### config.mk
export PLATFORM = sky130hd
export DESIGN_NAME = win_dma_addr_gen
export DESIGN_NICKNAME = d
export VERILOG_FILES = /design/src/rtl/win_dma_pkg.sv /design/src/rtl/win_burst_sel.sv /design/src/rtl/win_rect_hit.sv /design/src/rtl/win_addr_fsm.sv /design/src/rtl/win_dma_addr_gen.sv
export SDC_FILE = /design/constraint.sdc
export NUM_CORES = 1
export LEC_CHECK = 0
export ABC_AREA = 1
export BUFFER_PORTS_ARGS = -buffer_cell sky130_fd_sc_hd__buf_4
export CAP_MARGIN = 5
export CORE_ASPECT_RATIO = 0.7
export CORE_MARGIN = 2
export CORE_UTILIZATION = 48
export CTS_CLUSTER_SIZE = 40
export DETAILED_ROUTE_END_ITERATION = 16
export HOLD_SLACK_MARGIN = 0.02
export PLACE_DENSITY = 0.84
export SLEW_MARGIN = 5
export SYNTH_ARGS = -nofsm -noshare
export SYNTH_HDL_FRONTEND = slang
export SYNTH_SLANG_ARGS = --single-unit
### constraint.sdc
create_clock -name clk -period 6.9 [get_ports clk]
set_input_delay 1.035 -clock clk [delete_from_list [all_inputs] [get_ports clk]]
set_output_delay 1.035 -clock clk [all_outputs]
set_load 0.02 [all_outputs]
### src/rtl/win_dma_pkg.sv
package win_dma_pkg;
    typedef enum logic [1:0] {
        ST_IDLE  = 2'd0,
        ST_ISSUE = 2'd1,
        ST_DONE  = 2'd2
    } walk_state_e;

    localparam int MAX_BURST_WORDS = 16;
    localparam int LEN_W           = $clog2(MAX_BURST_WORDS + 1);
endpackage

### src/rtl/win_burst_sel.sv
module win_burst_sel
    import win_dma_pkg::*;
(
    input  logic [2:0]       bpp_mode,
    output logic [LEN_W-1:0] max_words
);
    always_comb begin
        unique case (bpp_mode)
            3'd0:                max_words = LEN_W'(4);
            3'd1, 3'd2, 3'd3:    max_words = LEN_W'(8);
            default:             max_words = LEN_W'(MAX_BURST_WORDS);
        endcase
    end
endmodule

### src/rtl/win_rect_hit.sv
module win_rect_hit #(
    parameter int COORD_W = 12
) (
    input  logic               win_en,
    input  logic [COORD_W-1:0] tl_x,
    input  logic [COORD_W-1:0] tl_y,
    input  logic [COORD_W-1:0] br_x,
    input  logic [COORD_W-1:0] br_y,
    input  logic [COORD_W-1:0] pix_x,
    input  logic [COORD_W-1:0] pix_y,
    output logic               hit
);
    logic in_x, in_y;
    always_comb begin
        in_x = (pix_x >= tl_x) && (pix_x <= br_x);
        in_y = (pix_y >= tl_y) && (pix_y <= br_y);
        hit  = win_en && in_x && in_y;
    end
endmodule

### src/rtl/win_addr_fsm.sv
module win_addr_fsm
    import win_dma_pkg::*;
#(
    parameter int ADDR_W = 32,
    parameter int LINE_W = 16
) (
    input  logic              clk,
    input  logic              rst_n,
    input  logic              win_en,
    input  logic              frame_start,
    input  logic [LEN_W-1:0]  max_words,
    input  logic [ADDR_W-1:0] start_addr,
    input  logic [ADDR_W-1:0] end_addr,
    input  logic [LINE_W-1:0] page_width,
    input  logic [LINE_W-1:0] line_offset,
    output logic              req_valid,
    input  logic              req_ready,
    output logic [ADDR_W-1:0] req_addr,
    output logic [LEN_W-1:0]  req_len
);
    walk_state_e       state_q, state_d;
    logic [ADDR_W-1:0] addr_q, addr_nx;
    logic [LINE_W-1:0] rem_q, rem_nx;
    logic [LINE_W-1:0] rem_words, burst_bytes, pw_aligned, off_aligned;
    logic [LEN_W-1:0]  cur_len;
    logic              line_end, load, accept;

    // burst sizing and next position
    always_comb begin
        pw_aligned  = {page_width[LINE_W-1:2], 2'b00};
        off_aligned = {line_offset[LINE_W-1:2], 2'b00};
        rem_words   = {2'b00, rem_q[LINE_W-1:2]};
        cur_len     = (rem_words < LINE_W'(max_words)) ? rem_words[LEN_W-1:0] : max_words;
        burst_bytes = LINE_W'(cur_len) << 2;
        line_end    = (rem_words == LINE_W'(cur_len));
        addr_nx     = addr_q + ADDR_W'(burst_bytes) + (line_end ? ADDR_W'(off_aligned) : '0);
        rem_nx      = line_end ? pw_aligned : (rem_q - burst_bytes);
        load        = win_en && frame_start;
        accept      = req_valid && req_ready;
    end

    // next-state logic
    always_comb begin
        state_d = state_q;
        if (!win_en) begin
            state_d = ST_IDLE;                                   // DROP
        end else if (load) begin
            state_d = (start_addr < end_addr) ? ST_ISSUE : ST_DONE; // LOAD
        end else begin
            unique case (state_q)
                ST_IDLE:  state_d = ST_IDLE;
                ST_ISSUE: if (accept && (addr_nx >= end_addr)) state_d = ST_DONE; // FINISH
                ST_DONE:  state_d = ST_DONE;
                default:  state_d = ST_IDLE;
            endcase
        end
    end

    // state register
    always_ff @(posedge clk) begin
        if (!rst_n) state_q <= ST_IDLE;
        else        state_q <= state_d;
    end

    // walk position
    always_ff @(posedge clk) begin
        if (!rst_n) begin
            addr_q <= '0;
            rem_q  <= '0;
        end else if (load) begin
            addr_q <= start_addr;
            rem_q  <= pw_aligned;
        end else if (accept) begin
            addr_q <= addr_nx;
            rem_q  <= rem_nx;
        end
    end

    // outputs
    always_comb begin
        req_valid = (state_q == ST_ISSUE) && win_en;
        req_addr  = addr_q;
        req_len   = cur_len;
    end

    AST_START_AT_BASE: assert property (@(posedge clk) disable iff (!rst_n)
        (win_en && frame_start && (start_addr < end_addr)) |=> (state_q == ST_ISSUE && addr_q == $past(start_addr)));
    AST_QUIET_WHEN_OFF: assert property (@(posedge clk) disable iff (!rst_n)
        !win_en |=> !req_valid);
    AST_HOLD_STALLED: assert property (@(posedge clk) disable iff (!rst_n)
        (req_valid && !req_ready && !frame_start && win_en) |=> $stable(req_addr));
    AST_QUIET_WHEN_DONE: assert property (@(posedge clk) disable iff (!rst_n)
        (state_q == ST_DONE && !frame_start) |=> !req_valid);
    AST_LEN_BOUND: assert property (@(posedge clk) disable iff (!rst_n)
        req_valid |-> (req_len <= max_words));
endmodule

### src/rtl/win_dma_addr_gen.sv
module win_dma_addr_gen
    import win_dma_pkg::*;
#(
    parameter int ADDR_W  = 32,
    parameter int LINE_W  = 16,
    parameter int COORD_W = 12
) (
    input  logic               clk,
    input  logic               rst_n,
    input  logic               win_en,
    input  logic               frame_start,
    input  logic [2:0]         bpp_mode,
    input  logic [ADDR_W-1:0]  start_addr,
    input  logic [ADDR_W-1:0]  end_addr,
    input  logic [LINE_W-1:0]  page_width,
    input  logic [LINE_W-1:0]  line_offset,
    input  logic [COORD_W-1:0] tl_x,
    input  logic [COORD_W-1:0] tl_y,
    input  logic [COORD_W-1:0] br_x,
    input  logic [COORD_W-1:0] br_y,
    input  logic [COORD_W-1:0] pix_x,
    input  logic [COORD_W-1:0] pix_y,
    output logic               win_active,
    output logic               req_valid,
    input  logic               req_ready,
    output logic [ADDR_W-1:0]  req_addr,
    output logic [LEN_W-1:0]   req_len
);
    logic [LEN_W-1:0] max_words;

    win_burst_sel u_burst (
        .bpp_mode (bpp_mode),
        .max_words(max_words)
    );

    win_rect_hit #(.COORD_W(COORD_W)) u_rect (
        .win_en(win_en), .tl_x(tl_x), .tl_y(tl_y), .br_x(br_x), .br_y(br_y),
        .pix_x(pix_x), .pix_y(pix_y), .hit(win_active)
    );

    win_addr_fsm #(.ADDR_W(ADDR_W), .LINE_W(LINE_W)) u_fsm (
        .clk(clk), .rst_n(rst_n), .win_en(win_en), .frame_start(frame_start),
        .max_words(max_words), .start_addr(start_addr), .end_addr(end_addr),
        .page_width(page_width), .line_offset(line_offset),
        .req_valid(req_valid), .req_ready(req_ready),
        .req_addr(req_addr), .req_len(req_len)
    );
endmodule

## Yosys cells after proc, flatten, opt, wreduce, memory -nomap -nowiden

Index checks and enable logic that the tools add are counted.

- Add/subtract/negate cells: 3
- Magnitude comparators: 7
- Eq/ne operators: 7
- Muxes and demuxes: 12
- Bitwise operators: 1
- Reduce and logical (&&, ||, !) cells: 13

Operators with widths:

| kind | count |
|---|---|
| $mux 16 | 4 |
| $mux 32 | 2 |
| $add 32x32->32 | 1 |
| $add 32x7->32 | 1 |
| $ge 32x32->1 | 1 |
| $lt 32x32->1 | 1 |
| $ge 12x12->1 | 2 |
| $le 12x12->1 | 2 |
| $sub 16x7->16 | 1 |
| $eq 14x5->1 | 1 |
| $lt 14x5->1 | 1 |
| $pmux 5 s2 | 1 |
| $logic_and 1x1->1 | 8 |
| $eq 3x2->1 const B | 2 |
| $mux 2 | 3 |
| $mux 5 | 1 |
| $pmux 2 s2 | 1 |
| $eq 3x1->1 const B | 1 |
| $logic_not 3->1 | 1 |
| $ne 3x1->1 const B | 1 |
| $reduce_or 3->1 | 1 |
| $eq 2x1->1 const B | 1 |
| $eq 2x2->1 const B | 1 |
| $reduce_and 2->1 | 1 |
| other kinds (3) | 3 |

- Register bits: 50

## Depth between registers and ports, before layout

Gate-level depths: netlist (run 1).

- Depth after elaboration: 13
- Mapped depth: 43
- Gate-level depth less buffers: 43

## Cells and area by module

A second synthesis (run 1) with hierarchy kept.

- Cell total of the unflattened synthesis: 1199
- Area, all modules: 7480.9 sq um

Modules (own cells, without submodules):

| module | times used | cells each | area an instance (sq um) | sequential area each (sq um) |
|---|---|---|---|---|
| win_addr_fsm | 1 | 970 | 6110.9 | 960.9 |
| win_rect_hit | 1 | 219 | 1322.5 | 0.0 |
| win_burst_sel | 1 | 10 | 47.5 | 0.0 |

## Least setup slack after synthesis (run 1)

OpenSTA, ideal clock, no wires.

- Path kind: in2reg
- From: input bpp_mode[1]
- To: register u_fsm.state_q[1]
- Arrival: 6.971 ns
- Setup slack: -0.141 ns
- Stages on the path: 40
- Cells stage by stage: nor2_1 -> nor2_1 -> inv_1 -> ha_1 -> nand2_1 -> nand2_1 -> nand2_1 -> nand2_4 -> o21ai_0 -> inv_1 -> ha_1 -> inv_1 -> nor4_1 -> nand3_1 -> inv_1 -> nand2_1 -> fa_1 -> inv_1 -> [... 4 more ...] -> a21oi_1 -> o21ai_1 -> nand3_1 -> nand2_1 -> nand3_1 -> nand3_1 -> and2_1 -> ha_1 -> nand4_1 -> inv_1 -> nand2_1 -> nor4b_1 -> nand3_1 -> nand3_1 -> nand2_1 -> nand3_1 -> nand2_1 -> a21oi_1

- Longest elaborated chain between the ends: 11
- Elaborated cells on any way between the ends: 15
- Classes of those cells: add/sub: 2; order compare: 2; eq/ne: 5; mux: 3; reduce/logical: 3

RTL lines:

| item | line | source |
|---|---|---|
| start: declaration | win_dma_addr_gen.sv:12 | `input logic [2:0] bpp_mode,` |
| $eq 3x1->1 or $eq 3x2->1 (tied branches) | win_burst_sel.sv:8 | `unique case (bpp_mode)` |
| $reduce_or 3->1 | win_burst_sel.sv:8 |  |
| $pmux 5 s2 * | win_burst_sel.sv:8 |  |
| $lt 14x5->1 | win_addr_fsm.sv:33 | `cur_len = (rem_words < LINE_W'(max_words)) ? rem_words[LEN_W-1:0] : max_words;` |
| $mux 5 * | win_addr_fsm.sv:33 |  |
| via req_len[4] | win_dma_addr_gen.sv:27 | `output logic [LEN_W-1:0] req_len` |
| parallel branches: the longest is 2 deep, another holds $add 32x7->32 | -- |  |
| $add 32x32->32 * | win_addr_fsm.sv:36 | `addr_nx = addr_q + ADDR_W'(burst_bytes) + (line_end ? ADDR_W'(off_aligned) : '0);` |
| $ge 32x32->1 * | win_addr_fsm.sv:52 | `ST_ISSUE: if (accept && (addr_nx >= end_addr)) state_d = ST_DONE;` |
| $logic_and 1x1->1 * | win_addr_fsm.sv:52 |  |
| $ne 3x1->1 (no line) * | -- |  |
| end signal: assignment | win_addr_fsm.sv:62 | `else state_q <= state_d;` |
| end: declaration | win_addr_fsm.sv:21 | `walk_state_e state_q, state_d;` |

Mark *: on every way through the listed nets, which the timed path passes.
A chain may end at the register's enable or synchronous reset.

## Final worst setup path (run 1)

- From: input bpp_mode[2]
- To: register u_fsm.state_q[1]

- Longest elaborated chain between the ends: 11
- Elaborated cells on any way between the ends: 15
- Classes of those cells: add/sub: 2; order compare: 2; eq/ne: 5; mux: 3; reduce/logical: 3

RTL lines:

| item | line |
|---|---|
| $eq 3x1->1 or $eq 3x2->1 (tied branches) | win_burst_sel.sv:8 |
| $reduce_or 3->1 | win_burst_sel.sv:8 |
| $pmux 5 s2 * | win_burst_sel.sv:8 |
| $lt 14x5->1 | win_addr_fsm.sv:33 |
| $mux 5 * | win_addr_fsm.sv:33 |
| parallel branches: the longest is 2 deep, another holds $add 32x7->32 | -- |
| $add 32x32->32 * | win_addr_fsm.sv:36 |
| $ge 32x32->1 * | win_addr_fsm.sv:52 |
| $logic_and 1x1->1 * | win_addr_fsm.sv:52 |
| $ne 3x1->1 (no line) * | -- |

Mark *: on every way between the ends.

==> reports/results.ini, run 1 <==
[detailed_routing]
dr_wl_met2_um = 9900
wirelength_met1_um = 9790
via_count = 7978
post-route-drc-count = 0
wl_um = 22000
top_layer_used = met4
drtIter0Drc = 629
ant_nets = 0
firstDrtPassIters = 5
via_per_inst = 5.32
wl_per_cell_um = 14.6
wl_met3_um = 2060

[logic_synthesis]
ys_types = 45
yosysSeqAreaShare_pct = 13.8
syn_nets = 1409
syn_area_sq_mm = 0.00697
syn_inst = 1086
yosys.area.top_type = ha_1
ys_seq_elements = 48
synth.area.top_cells = ha_1, dfxtp_1, nand2_1
avgSynthCellArea_sq_um = 6.42
synth_top_area_share_pct = 25.3
yosysWarnings = 0

[layout]
nNetsFinal = 1633
multi_input_area_sq_mm = 0.00526
drive_gt1_share_pct = 22.6
antenna_cells = 0
fillers = 1261
stdcell_count = 1501
regArea_sq_um = 961
syn_to_final_growth_pct = 32.1

[timing]
maxSlewViolCount = 0
fin_crit_sh_pct = 94.1
tightestPinTransition_ns = 0.981
setup_viol = 0
final.setup.tns_ns = 0
max_freq_ghz = 0.154
hold_viol = 0
relSlewSlack_pct = 34.2
finClkSkew_ns = 0.00713
period_minus_slack_ns = 6.49

[die]
fp.dieH_um = 105
die_x_um = 148
io_pins = 215
initial_utilization_pct = 49.6
die_area_sq_mm = 0.0155
core_sq_mm = 0.0141
placementRows = 36

[global_routing]
grt_pass1_wl_um = 34300
grt-ovfl-total = 0
grt_pass1_vias = 7464
grt_start_max_net_pins = 47
grtUsageTotal_pct = 26.9
antenna_found_initial = 0

[critical_path]
worstPathRequired_ns = 7.13
cp-start-kind = input pin
rr_worst_depth = 37
critPathSlowestCell = fa_1
worstPathMaxFanout = 7
cp.depth = 41
crit_top_cell = nand2_1
critPathMaxStageDelay_ns = 0.48
critical_path_class = in -> reg
arrival_ns = 6.72
path_buf_inv = 7
crit_path_end_kind = flip-flop
crit_family = simple AND/OR/NAND/NOR gates

[cts]
cts_root_buf = clkbuf_16
cts_hold_buffers = 0
clock_latency_ns = 0.30
cts.path.max_buffers = 2
clkSinkCount = 48
htreeDepth = 2
cts_buffers = 5
path_clk_slew_ns = 0.07
cts_tree = done

[pwr]
p_leak_uw = 0.00519
power_density_mw_per_mm2 = 121
vdd_ir_drop_max_mv = 0.0999

[placement]
detailed_place_hpwl_um = 17600
port_buffers = 210
place.gp.congestion = 0.893
dp_cells = 1488

[flow_run]
maxCapViolCount = 0

[hold_path]
min_path_type = reg -> reg
holdPathStages = 2

[status]
status = finished clean

cells in the final DEF, fill, tap and decap left out, types with 3 or more instances in the layout:
| master | instances |
|---|---|
| a211oi_1 | 3 |
| a21o_1 | 3 |
| a21oi_1 | 86 |
| a21oi_2 | 5 |
| a22o_1 | 5 |
| a31oi_1 | 24 |
| and2_1 | 7 |
| buf_4 | 234 |
| clkbuf_16 | 5 |
| dfxtp_1 | 48 |
| fa_1 | 5 |
| ha_1 | 137 |
| ha_4 | 4 |
| inv_1 | 216 |
| inv_2 | 5 |
| nand2_1 | 239 |
| nand2_2 | 10 |
| nand2_4 | 9 |
| nand3_1 | 46 |
| nand3_2 | 3 |
| nand3b_1 | 4 |
| nand4_1 | 15 |
| nor2_1 | 57 |
| nor2_2 | 3 |
| nor3_1 | 17 |
| nor4_1 | 3 |
| o211ai_1 | 4 |
| o21ai_0 | 52 |
| o21ai_1 | 3 |
| o21ai_2 | 5 |
| o21bai_1 | 6 |
| xnor2_1 | 6 |
| xor2_1 | 17 |
Yosys cell counts (all sizes together):
master / count
nand2: 258
inv: 221
ha: 141
a21oi: 91
nor2: 62
o21ai: 61
nand3: 50
dfxtp: 48
a31oi: 24
nor3: 19
xor2: 17
nand4: 15
clkbuf: 13
and2: 7
fa: 6
o21bai: 6
xnor2: 6
a22o: 5
buf: 5
nand3b: 4
nor4: 4
o211ai: 4
a211oi: 3
a21o: 3
clkinv: 2
o2111ai: 2
o22ai: 2
o41ai: 2
a21boi: 1
a221oi: 1
conb: 1
nor4b: 1
o21a: 1
where the power goes:
part,switching [uW],internal (uW)
Combinational,298,241
Clock,121,144
Sequential,15.8,291
Total,435,676
sequential cells by signal, summed over array words and instances, names as in the netlist:
name and cells:
u_fsm.rem_q 14, u_fsm.req_addr 32, u_fsm.state_q 2
through the flow:
| step | setup WS, ns | util [%] | hold WS (ns) | instance area (sq um) | total power (uW) |
|---|---|---|---|---|---|
| final | 0.410 | 65.5 | 0.494 | 9210 | 1110 |
| after CTS | 0.246 | 64.1 | 0.497 | 9010 | 1090 |
| after detailed placement | -0.00432 | 63.1 | 0.487 | 8860 | 827 |
| after floorplan | 0.0969 | - | 0.458 | 6970 | 629 |
| after global placement | 0.0657 | 63.1 | 0.468 | 8860 | 813 |
| after global routing | -0.112 | 65.5 | 0.520 | 9210 | 1190 |
per-layer routing:
layer  GRT usage (%)  up-vias
met5               0        -
met4            4.08        0
met3            4.45       23
met2            45.1      340
met1            37.0     3607
li1                -     4008
area by class of cell:
class	count	share of cell area, %
Multi-Input combinational cell	797	57.1
Timing Repair Buffer	235	19.2
Sequential cell	48	10.4
Inverter	223	9.09
Tap cell	190	2.58
Clock buffer	6	1.51
Clock inverter	2	0.109
worst register-to-register path: cells and delay by family (launching register included):
family / cells / cell delay (ns)
simple gates: 24 / 3.06
compound gates: 3 / 0.34
buf+inv: 5 / 0.45
fa+ha+maj: 5 / 1.62
flops: 1 / 0.37
what timing repair did:
action	4_1_cts	5_1_grt
buffers inserted	0	5
endpoints found under the setup margin	0	2
resized for setup	0	36
final timing paths:
| kind | to | slack, ns | start |
|---|---|---|---|
| setup / recovery | u_fsm.state_q[1] | 0.41 | bpp_mode[2] |
| hold / removal | u_fsm.req_addr[0] | 0.49 | u_fsm.req_addr[0] |
| setup reg to reg | u_fsm.state_q[1] | 1.02 | u_fsm.rem_q[7] |
| hold reg to reg | u_fsm.req_addr[0] | 0.49 | u_fsm.req_addr[0] |
cells by family (layout without fill, tap and decap cells):
family,Yosys count,in the layout,share of synthesized area [%]
compound gates,206,206,16.7
xor+xnor,23,23,2.89
fa+ha+maj,147,147,27.0
buf+inv,241,466,13.1
flops,48,48,13.8
other cells,1,1,0.0538
simple gates,420,420,26.4
Power figures use the tool's default switching activity.
==> run 2: changes to the inputs <==
--- a/config.mk
+++ b/config.mk
@@ -8,7 +8,6 @@
 export ABC_AREA = 1
 export BUFFER_PORTS_ARGS = -buffer_cell sky130_fd_sc_hd__buf_4
 export CAP_MARGIN = 5
-export CORE_ASPECT_RATIO = 0.7
 export CORE_MARGIN = 2
 export CORE_UTILIZATION = 48
 export CTS_CLUSTER_SIZE = 40
==> constraint.sdc (replaced) <==
create_clock -name clk -period 6.9 [get_ports clk]
set_input_delay 1.035 -clock clk [delete_from_list [all_inputs] [get_ports clk]]
set_output_delay 1.035 -clock clk [all_outputs]
set_load 0.01 [all_outputs]
==> run 2 against run 1 <==
Net effect:
- highest routed layer unchanged
- sequential share of layout area about the same
- via count decreased by 1.1%
- wire length decreased by 4.1%
- first-iteration DRC count decreased by 22%
- clock-buffer cell count increased by 1
- clock power increased by 15%
- combinational power decreased by 3%
- critical endpoint unchanged
- die area about the same
- largest power group unchanged
- sequential power about the same
- largest cell class unchanged
==> reports/results.ini, run 2 (synthesized netlist as in run 1, its figures left out) <==
[pwr]
p_seq_share_pct = 26.9
swShare_pct = 36.4
p_int_uw = 723
power_density_mw_per_mm2 = 124
vdd_ir_drop_max_mv = 0.105
p_switching_uw = 414
p_leak_uw = 0.00519
power_frac_comb_pct = 46.1
clock_power_share_pct = 26.9

[detailed_routing]
wl_per_cell_um = 14.1
drtIter0Drc = 490
post-route-drc-count = 0
ant_nets = 0
via_per_inst = 5.28
via_count = 7889
wl_um = 21100
firstDrtPassIters = 5

[global_routing]
antenna_found_initial = 0
grt-ovfl-total = 0
grt_pass1_wl_um = 35300
grt_start_max_net_pins = 47
grt_pass1_vias = 7694
grtUsageTotal_pct = 26.8

[cts]
htreeDepth = 2
cts_tree = done
cts_root_buf = clkbuf_16
cts.path.max_buffers = 2
clkSinkCount = 48
cts_hold_buffers = 0
path_clk_slew_ns = 0.07
cts_buffers = 5
clock_latency_ns = 0.29

[critical_path]
crit_path_end_kind = flip-flop
path_buf_inv = 7
r2r-start = u_fsm.rem_q[7]
arrival_ns = 6.58
crit_family = simple AND/OR/NAND/NOR gates
worstPathRequired_ns = 7.13
critPathMaxStageDelay_ns = 0.48
critPathSlowestCell = fa_1
crit_top_cell = nand2_1
worstPathMaxFanout = 7
cp-start-kind = input pin
critical_path_class = in -> reg
startpoint = bpp_mode[2]

[timing]
maxSlewViolCount = 0
relSlewSlack_pct = 37.7
period_minus_slack_ns = 6.35
rsz0062_at_grt = no
max_freq_ghz = 0.157
finClkSkew_ns = 0.00575
hold_ws_ns = 0.482
setup_viol = 0
fin_crit_sh_pct = 92.1
tightestPinTransition_ns = 0.934
hold_viol = 0

[layout]
fin_util_pct = 63.9
design_area_sq_mm = 0.00918
final_cell_mix = nand2_1, buf_4, inv_1, ha_1, a21oi_1
antenna_cells = 0
drive_gt1_share_pct = 21.9
multi_input_area_sq_mm = 0.00522
nNetsFinal = 1631
fillers = 1296
regArea_sq_um = 961
syn_to_final_growth_pct = 31.6
final_common_cell = nand2_1
largest_reg_flops = 32

[status]
status = finished clean

[hold_path]
holdCritStartpoint = u_fsm.req_addr[0]
min_path_type = reg -> reg

[die]
core_sq_mm = 0.0144
placementRows = 44
io_pins = 215
fp.dieH_um = 125
die_x_um = 125
initial_utilization_pct = 48.5
die_area_sq_mm = 0.0155

[placement]
post_dp_cell_area_sq_mm = 0.00884
detailed_place_hpwl_um = 17000
place.gp.congestion = 0.942
port_buffers = 210

[flow_run]
maxCapViolCount = 0

[run 2: final cells by class]
| type | count | share of cell area [%] |
|---|---|---|
| tap | 184 | 2.51 |
| inverter | 223 | 9.12 |
| clock inverter | 1 | 0.327 |
| multi-input combinational | 797 | 56.8 |
| timing repair buffer | 233 | 19.1 |
| clock buffer | 7 | 1.66 |
| sequential | 48 | 10.5 |
[run 2: path summary, 6_finish.rpt]
path	to	slack, ns	cells past startpoint
worst max-delay path	u_fsm.state_q[1]	0.55	43
worst min-delay path	u_fsm.req_addr[0]	0.48	2
worst max register to register	u_fsm.state_q[1]	1.15	38
worst min register to register	u_fsm.req_addr[0]	0.48	2
[run 2: timing repair]
action	CTS	global route
gates resized for setup	0	28
setup buffers	0	5
setup endpoints to repair	0	2
[run 2: worst reg2reg max path: cells and delay by family, from the launching register on]
kind / cells / cell delay [ns]
buf+inv: 5 / 0.41
compound gates: 3 / 0.35
fa+ha+maj: 5 / 1.62
simple gates: 25 / 2.95
flops: 1 / 0.37
[run 2: metal layers]
layer  vias to the layer above  GRT usage, %  part of all wire, %
li1                       4007             -                    -
met5                         -             0                    0
met3                        46          4.17                  6.9
met2                       323          46.4                   47
met4                         0          7.47                  2.3
met1                      3513          34.5                   43
[run 2: power groups by stage]
stage / clock network [uW] / registers (uW) / logic [uW]
floorplan: 0 / 312 / 307
global placement: 0 / 312 / 492
detailed placement: 0 / 312 / 506
CTS: 309 / 306 / 510
global route: 321 / 308 / 597
finish: 306 / 306 / 524
[run 2: metrics by stage]
stage / setup TNS [ns] / power (uW) / std cells / setup slack, ns
4_1_cts: 0 / 1120 / 1488 / 0.0862
2_1_floorplan: 0 / 619 / 1086 / 0.0812
6_report: 0 / 1140 / 1493 / 0.545
3_5_place_dp: -0.344 / 818 / 1480 / -0.189
5_1_grt: 0 / 1230 / 1493 / 0.0200
3_3_place_gp: -0.212 / 804 / 1480 / -0.122
==> run 3: changes to the inputs <==
--- a/config.mk
+++ b/config.mk
@@ -9,11 +9,11 @@
 export BUFFER_PORTS_ARGS = -buffer_cell sky130_fd_sc_hd__buf_4
 export CAP_MARGIN = 5
 export CORE_MARGIN = 2
-export CORE_UTILIZATION = 48
+export CORE_UTILIZATION = 58
 export CTS_CLUSTER_SIZE = 40
 export DETAILED_ROUTE_END_ITERATION = 16
 export HOLD_SLACK_MARGIN = 0.02
-export PLACE_DENSITY = 0.84
+export PLACE_DENSITY = 0.94
 export SLEW_MARGIN = 5
 export SYNTH_ARGS = -nofsm -noshare
 export SYNTH_HDL_FRONTEND = slang
==> constraint.sdc (replaced) <==
create_clock -name clk -period 8.1 [get_ports clk]
set_input_delay 1.215 -clock clk [delete_from_list [all_inputs] [get_ports clk]]
set_output_delay 1.215 -clock clk [all_outputs]
set_load 0.01 [all_outputs]
==> run 3 against run 2 <==
Net effect:
- combinational power is 19% lower
- register-to-register slack better by 0.48 ns
- wire length shrank 1.5%
- die area decreased by 17%
- global-route usage rose by 4.4 points
- first-iteration DRC count is 11% higher
- clock skew up 0.0039 ns
- core utilization increased by 11 points
- clock-buffer cell count did not move
- via count is 1.0% lower
- power shrank 19%
- critical path type unchanged
- critical endpoint unchanged
==> reports/results.ini, run 3 (synthesized netlist as in run 1, its figures left out) <==
[status]
status = finished clean

[pwr]
clock_power_share_pct = 25.1
p_switching_uw = 350
power_density_mw_per_mm2 = 104
p_int_uw = 568
p_seq_share_pct = 28.4
p_leak_uw = 0.00506
vdd_ir_drop_max_mv = 0.0860
power_frac_comb_pct = 46.5
swShare_pct = 38.1

[detailed_routing]
post-route-drc-count = 0
via_per_inst = 5.44
via_count = 7809
ant_nets = 0
drtIter0Drc = 543
wl_um = 20800
wl_per_cell_um = 14.5
firstDrtPassIters = 6

[global_routing]
grt_pass1_wl_um = 32800
grt_pass1_vias = 7459
grt_start_max_net_pins = 47
grt-ovfl-total = 0
grtUsageTotal_pct = 31.2
antenna_found_initial = 0

[cts]
clock_latency_ns = 0.30
cts_buffers = 5
cts_tree = done
post_cts_buffers = 0
cts.path.max_buffers = 2
clkSinkCount = 48
path_clk_slew_ns = 0.07
htreeDepth = 2
cts_root_buf = clkbuf_16

[critical_path]
crit_top_cell = nand2_1
critPathSlowestCell = fa_1
crit_path_end_kind = flip-flop
cp-start-kind = input pin
worstPathRequired_ns = 8.33
arrival_ns = 7.55
worstPathMaxFanout = 10
critPathMaxStageDelay_ns = 0.48
critical_path_class = in -> reg

[timing]
hold_viol = 0
fin_crit_sh_pct = 90.3
maxSlewViolCount = 0
tightestPinTransition_ns = 0.891
relSlewSlack_pct = 40.2
layout_setup_ws_ns = 0.784
rsz0062_at_grt = no
finClkSkew_ns = 0.00965
max_freq_ghz = 0.137
hold_ws_ns = 0.480
final.setup.tns_ns = 0
setup_viol = 0
period_minus_slack_ns = 7.32

[hold_path]
min_path_type = reg -> reg

[flow_run]
maxCapViolCount = 0

[die]
initial_utilization_pct = 58.8
io_pins = 215
fp.dieH_um = 114
die_area_sq_mm = 0.0129
die_x_um = 114
placementRows = 40
core_sq_mm = 0.0119

[layout]
fillers = 918
multi_input_area_sq_mm = 0.00510
drive_gt1_share_pct = 19.2
design_area_sq_mm = 0.00885
final_common_cell = nand2_1
antenna_cells = 0
regArea_sq_um = 961
nNetsFinal = 1612
stdcell_count = 1436
largest_reg_flops = 32
final_cell_mix = nand2_1, inv_1, buf_4, ha_1, a21oi_1
syn_to_final_growth_pct = 26.9

[placement]
place_ws_ns = 0.509
port_buffers = 210
place.gp.congestion = 0.946
post_dp_cell_area_sq_mm = 0.00869
dp_cells = 1429
detailed_place_hpwl_um = 17000

## run 3: cell count changes in the layout (fill, tap and decap cells not counted), sizes merged
cell and change:
buf -19, bufinv -1
## run 3: final timing paths
path	startpoint	depth (start not counted)	slack [ns]	endpoint
max	bpp_mode[1]	41	0.78	u_fsm.state_q[1]
min	u_fsm.req_addr[0]	2	0.48	u_fsm.req_addr[0]
max reg2reg	u_fsm.rem_q[7]	36	1.63	u_fsm.state_q[1]
min reg2reg	u_fsm.req_addr[0]	2	0.48	u_fsm.req_addr[0]
## run 3: critical path: cells and delay by family
family	cells	cell delay [ns]
buf+inv	7	0.64
fa+ha+maj	6	2.06
simple gates	24	2.93
compound gates	4	0.71
## run 3: timing repair
item	4_1_cts	5_1_grt
hold buffers	0	0
endpoints found under the setup margin	0	2
gates resized for setup	0	1
## run 3: cell type report
cell class / instances / area share, %
Multi-Input combinational cell: 797 / 57.7
Sequential cell: 48 / 10.9
Tap cell: 147 / 2.08
Inverter: 223 / 9.46
Clock buffer: 7 / 1.73
Timing Repair Buffer: 214 / 18.2
## run 3: power groups by stage
| stage | Combinational, uW | Clock [uW] | Sequential [uW] |
|---|---|---|---|
| floorplan | 262 | 0 | 266 |
| global placement | 403 | 0 | 266 |
| detailed placement | 419 | 0 | 266 |
| CTS | 424 | 232 | 260 |
| global route | 478 | 240 | 262 |
| finish | 427 | 230 | 261 |
## run 3: layer usage
layer  track usage [%]  up-vias  share of wire (%)
met4              11.7        0                3.1
met5                 0        -                  0
met3              4.57       56                8.9
li1                  -     3957                  -
met2              57.0      365                 48
met1              36.9     3431                 40
## run 3: metrics by stage
step                power [uW]  utilization [%]
global placement           669             73.2
finish                     918             74.6
global route               980             74.6
detailed placement         685             73.2
CTS                        916             74.5
floorplan                  527                -
